$ cat src/rtl/svd_pkg.sv
package svd_pkg;

    localparam int WORD_W   = 10;
    localparam int NWORDS   = 3;
    localparam int WIN_W    = WORD_W * NWORDS;
    localparam int POLY_LEN = 9;
    localparam int POLY_TAP = 4;
    localparam int PAD_8B   = 2;
    localparam int PH_W     = $clog2(WORD_W);

    typedef logic [WORD_W-1:0] word_t;
    typedef logic [WIN_W-1:0]  win_t;

    typedef struct packed {
        logic  pclk_en;
        logic  hsync;
        logic  sync_err;
        word_t data;
    } frm_out_t;

    // preamble: oldest word all ones (low bits), then zeros
    function automatic win_t pre_pattern();
        return {{(WIN_W-WORD_W){1'b0}}, {WORD_W{1'b1}}};
    endfunction

    function automatic logic pre_match(input win_t w, input logic f8);
        win_t care;
        care = f8 ? ~win_t'((1 << PAD_8B) - 1) : '1;
        return ((w ^ pre_pattern()) & care) == '0;
    endfunction

    function automatic word_t fmt_mask(input word_t w, input logic f8);
        return f8 ? {w[WORD_W-1:PAD_8B], {PAD_8B{1'b0}}} : w;
    endfunction

endpackage

$ cat src/rtl/svd_descrambler.sv
module svd_descrambler
    import svd_pkg::*;
#(
    parameter int LEN = POLY_LEN,
    parameter int TAP = POLY_TAP
) (
    input  logic clk,
    input  logic rst,
    input  logic line_bit,
    output logic data_bit
);

    logic           prev_q;
    logic [LEN-1:0] hist_q;
    logic           nrz;

    always_comb begin
        nrz      = line_bit ^ prev_q;
        data_bit = nrz ^ hist_q[TAP-1] ^ hist_q[LEN-1];
    end

    always_ff @(posedge clk) begin
        if (rst) begin
            prev_q <= 1'b0;
            hist_q <= '0;
        end else begin
            prev_q <= line_bit;
            hist_q <= {hist_q[LEN-2:0], nrz};
        end
    end

endmodule

$ cat src/rtl/svd_window.sv
module svd_window
    import svd_pkg::*;
#(
    parameter int WW = WORD_W,
    parameter int NW = NWORDS,
    localparam int SW = WW * NW
) (
    input  logic          clk,
    input  logic          rst,
    input  logic          data_bit,
    input  logic          word_8b,
    output logic [WW-1:0] newest,
    output logic          hit
);

    logic [SW-1:0] sr_q;
    logic [SW-1:0] sr_nxt;

    // LSB first: new bit enters at the top, oldest leaves at bit 0
    always_comb begin
        sr_nxt = {data_bit, sr_q[SW-1:1]};
        newest = sr_nxt[SW-1 -: WW];
        hit    = pre_match(sr_nxt, word_8b);
    end

    always_ff @(posedge clk) begin
        if (rst) sr_q <= '0;
        else     sr_q <= sr_nxt;
    end

endmodule

$ cat src/rtl/svd_timing.sv
module svd_timing
    import svd_pkg::*;
#(
    parameter int WW = WORD_W,
    localparam int PW = $clog2(WW)
) (
    input  logic     clk,
    input  logic     rst,
    input  logic     hit,
    input  logic     realign_en,
    input  logic     word_8b,
    input  word_t    newest,
    output frm_out_t fo
);

    logic [PW-1:0] phase_q;
    logic          locked_q;
    logic          aligned;
    logic          accept;
    logic          emit;
    frm_out_t      fo_q;

    always_comb begin
        aligned = phase_q == PW'(WW - 1);
        accept  = hit && (!locked_q || realign_en || aligned);
        emit    = accept || (locked_q && aligned);
    end

    always_ff @(posedge clk) begin
        if (rst) begin
            phase_q  <= '0;
            locked_q <= 1'b0;
            fo_q     <= '0;
        end else begin
            phase_q       <= (accept || aligned) ? '0 : phase_q + 1'b1;
            locked_q      <= locked_q | accept;
            fo_q.pclk_en  <= emit;
            fo_q.hsync    <= accept;
            fo_q.sync_err <= hit && locked_q && !aligned;
            if (emit) fo_q.data <= fmt_mask(newest, word_8b);
        end
    end

    assign fo = fo_q;

endmodule

$ cat src/rtl/svd_deserializer.sv
module svd_deserializer
    import svd_pkg::*;
(
    input  logic              clk,
    input  logic              rst,
    input  logic              sdi,
    input  logic              word_8b,
    input  logic              realign_en,
    output logic [WORD_W-1:0] pdata,
    output logic              pclk_en,
    output logic              hsync,
    output logic              sync_err
);

    logic     dbit;
    logic     hit;
    word_t    newest;
    frm_out_t fo;

    svd_descrambler #(.LEN(POLY_LEN), .TAP(POLY_TAP)) u_dsc (
        .clk      (clk),
        .rst      (rst),
        .line_bit (sdi),
        .data_bit (dbit)
    );

    svd_window #(.WW(WORD_W), .NW(NWORDS)) u_win (
        .clk      (clk),
        .rst      (rst),
        .data_bit (dbit),
        .word_8b  (word_8b),
        .newest   (newest),
        .hit      (hit)
    );

    svd_timing #(.WW(WORD_W)) u_tim (
        .clk        (clk),
        .rst        (rst),
        .hit        (hit),
        .realign_en (realign_en),
        .word_8b    (word_8b),
        .newest     (newest),
        .fo         (fo)
    );

    assign pdata    = fo.data;
    assign pclk_en  = fo.pclk_en;
    assign hsync    = fo.hsync;
    assign sync_err = fo.sync_err;

endmodule

$ cat config.mk
export PLATFORM = sky130hd
export DESIGN_NAME = svd_deserializer
export DESIGN_NICKNAME = d
export VERILOG_FILES = /design/src/rtl/svd_pkg.sv /design/src/rtl/svd_descrambler.sv /design/src/rtl/svd_window.sv /design/src/rtl/svd_timing.sv /design/src/rtl/svd_deserializer.sv
export SDC_FILE = /design/constraint.sdc
export NUM_CORES = 1
export LEC_CHECK = 0
export BUFFER_PORTS_ARGS = -buffer_cell sky130_fd_sc_hd__buf_2
export CAP_MARGIN = 20
export CORE_MARGIN = 2
export CORE_UTILIZATION = 60
export CTS_CLUSTER_SIZE = 16
export DETAILED_ROUTE_END_ITERATION = 12
export GPL_TIMING_DRIVEN = 0
export PLACE_DENSITY = 0.82
export SLEW_MARGIN = 20
export SYNTH_ARGS = -nofsm -noshare
export SYNTH_HDL_FRONTEND = slang
export SYNTH_SLANG_ARGS = --single-unit
$ cat constraint.sdc
create_clock -name clk -period 4 [get_ports clk]
set_input_delay 0.6 -clock clk [delete_from_list [all_inputs] [get_ports clk]]
set_output_delay 0.6 -clock clk [all_outputs]
set_load 0.02 [all_outputs]
==> results.toml <==
[global_route]
gr-usage-all-layers = 0.194
first_global_vias = 1118
grt_remaining_overflow = 0
grt_start_max_net_pins = 11
grt_antenna_before_repair = 0
grt_first_pass_wirelength_mm = 4.86

[yosys]
synth_sequential_area_ratio = 0.607
synth.ff_latch_count = 57
synth_top_flop_cell = "dfxtp_1"
post_synth_arst_share = 0
synth_fp_nets = 166
syn-cell-area_mm2 = 0.00188
count_of_flip_flops_with_a_built_in_enable_after_synthesis = 0
synthesis.yosys.warnings = 0
synthCells = 159
synthesis.area_per_instance_um2 = 11.8
distinct_cells_synth = 27

[placed_design]
post_dp_cell_area_mm2 = 0.00202
io_buffers = 16
place.detailed.hpwl_mm = 2.04
globalplace.congestion = 0.744

[sta]
final_worst_path_period_share = 0.515
rsz0062_at_grt = "no"
min_period_ns = 2.06
timing_max_transition_violations_final = 0
timing.clock.skew_ns = 0.00912
timing.final.hold_violations = 0
setup_viol = 0
max_slew_headroom_at_the_worst_pin = 0.682
fmaxAchievable_mhz = 486
timing.setup.tns_ns = 0
worst-slew-pin-transition_ns = 0.471

[clock_tree]
cts_bufs_inserted = 9
cts-resized-gates = 0
ctsRootBufferMaster = "clkbuf_4"
clock_insertion_delay_worst_skew_ns = 0.39
max_clock_buf_depth = 2
clock_pin_slew_reported_for_the_worst_setup_and_hold_paths_after_clock_tree_synthesis_ns = 0.09
post-cts-setup-buffer-count = 0
htree_num_levels = 3
tritoncts_clock_tree = "done"
holdBufCountCts = 0
cts_sinks = 57

[critical_path]
critical_path_class = "reg2reg"
required_ns = 4.28
path_max_fanout = 10
timing.critical_path.arrival_ns = 2.34
timing.rr.start = "u_win.sr_q[23]$_SDFF_PP0_"
critical_path.startpoint_type = "register"
worst_r2r_path_depth = 6
timing.critical_path.slowest_cell_delay_ns = 0.54
timing.critical_path.cells = "or4b_4 -> nor4_2 -> nand4_2 -> a2bb2oi_2 -> buf_6 -> mux2_4"
critPathBufInv = 1
setup.reg_to_reg.worst_slack_ns = 1.94
setup.worst_path.end_class = "register"
critical_path.slowest_cell = "or4b_4"
regToRegEndpoint = "u_tim.fo[2]$_SDFFE_PP0P_"
critPathTopFamily = "simple AND/OR/NAND/NOR gates"

[floorplanning]
io_pins = 18
initial_core_util = 0.621
core_area_mm2 = 0.00303
die_area_mm2 = 0.00360
floorplan.rows = 20
die-width_um = 60.0
chipHeight_um = 60.0

[routing]
wl_mm = 2.92
drt-vias-per-instance = 4.83
drt_pre_antenna_iters = 4
routed_wire_per_std_cell_um = 12.4
drc_errors = 0
maxUsedRoutingLayer = "met4"
detail_route.wirelength.met1_mm = 1.35
final_antenna_net_count = 0
dr_total_vias = 1134
met2RoutedLength_mm = 1.37
met3RoutedLength_um = 118
detail_route.iter0.violations = 33

[power]
max-vdd-ir-drop_mv = 0.248
pwr_density_cell_mw_per_mm2 = 447
total_power_mw = 0.954
leakagePower_nw = 0.915

[hold_path]
worstHoldStart = "u_dsc.hist_q[6]$_SDFF_PP0_"
min_delay_worst_endpoint = "u_dsc.hist_q[7]$_SDFF_PP0_"
worst_hold_path_type = "reg2reg"
hold_path_depth = 1

[finish]
antenna_diode_count = 0
area.growth.synth_to_final_pct = 13.4
final_layout_size_suffix_gt1_frac = 0.241
post_route_standard_cell_area_excluding_fillers_mm2 = 0.00213
design.final.nets = 193

[run_status]
outcome = "finished clean"

[job]
cap_violations = 0
[layout by cell type, fill, tap and decap left out, types with 3 or more instances in the layout]
cell type	count
buf_2	16
clkbuf_1	8
clkbuf_4	9
clkinv_2	3
dfxtp_1	57
mux2_4	7
nor2_1	9
nor2b_1	45
nor4_1	3
xnor2_1	4
[how the worst max path moves through the flow]
stage,slack [ns],cells after the start,from,end
floorplan,2.08,6,u_win.sr_q[23]$_SDFF_PP0_,u_tim.fo[2]$_SDFFE_PP0P_
global placement,1.90,7,sdi,u_tim.fo[2]$_SDFFE_PP0P_
detailed placement,1.88,7,sdi,u_tim.fo[2]$_SDFFE_PP0P_
CTS,1.92,6,u_win.sr_q[23]$_SDFF_PP0_,u_tim.fo[2]$_SDFFE_PP0P_
global route,1.82,6,u_win.sr_q[23]$_SDFF_PP0_,u_tim.fo[6]$_SDFFE_PP0P_
finish,1.94,6,u_win.sr_q[23]$_SDFF_PP0_,u_tim.fo[2]$_SDFFE_PP0P_
[power breakdown]
part | internal, mW | total, mW | leakage (nW) | switching, mW
clock | 0.159 | 0.348 | 0.0699 | 0.188
combinational | 0.0103 | 0.0272 | 0.384 | 0.0170
sequential | 0.575 | 0.579 | 0.461 | 0.00427
[per-layer routing]
| metal | track usage | vias to the layer above |
|---|---|---|
| li1 | - | 575 |
| met1 | 0.226 | 531 |
| met2 | 0.295 | 20 |
| met3 | 0.0779 | 8 |
| met4 | 0.124 | 0 |
| met5 | 0 | - |
[Yosys cell counts (2+ instances only)]
cell type  count  area [µm²]
a21oi_1        2        10.0
clkbuf_1       6        22.5
dfxtp_1       57        1140
ha_1           2        25.0
inv_1          2        7.51
mux2_4         7         105
mux2i_1        2        20.0
nand2b_1       2        12.5
nand4b_1       2        17.5
nor2_1         9        33.8
nor2b_1       45         282
nor3_1         2        10.0
nor4_1         3        18.8
or3b_2         2        17.5
xnor2_1        4        35.0
[per-stage QoR]
| stage | cells | setup slack (ns) | utilization | hold WS (ns) |
|---|---|---|---|---|
| 6_report | 235 | 1.94 | 0.705 | 0.441 |
| 5_1_grt | 235 | 1.82 | 0.705 | 0.451 |
| 4_1_cts | 235 | 1.92 | 0.705 | 0.443 |
| 3_5_place_dp | 219 | 1.88 | 0.666 | 0.423 |
| 3_3_place_gp | 219 | 1.90 | 0.666 | 0.419 |
| 2_1_floorplan | 159 | 2.08 | - | 0.414 |
[cells by family after synthesis]
family	after synthesis	share of synthesized area
and+or+nand+nor	72	0.246
DFF	57	0.607
AOI/OAI and AO/OA	4	0.0160
muxes	10	0.0725
buffers and inverters	9	0.0220
xor gates and xnor gates	5	0.0233
adders and majority gates	2	0.0133
[final cells by class]
type / instances / area, µm²
Tap cell: 44 / 55.1
Buffer: 7 / 33.8
Clock buffer: 13 / 103
Inverter: 2 / 7.51
Clock inverter: 3 / 15.0
Timing Repair Buffer: 16 / 80.1
Fill cell: 223 / 895
Multi-Input combinational cell: 93 / 698
Sequential cell: 57 / 1140
[flip-flops by register name, indices dropped and copies added, names as in the netlist]
name,flops
u_tim.fo,13
u_tim.phase_q,4
u_dsc.hist_q,9
u_tim.locked_q,1
u_dsc.prev_q,1
u_win.sr_q,29
[worst reg2reg max path, delay by kind of cell (launching register included)]
family	cells	cell delay, ns
AO/OA/AOI/OAI	1	0.20
buffers and inverters	1	0.16
flip-flops	1	0.32
multiplexers	1	0.30
AND/OR/NAND/NOR	3	0.97
(Power assumes the default switching activity.)
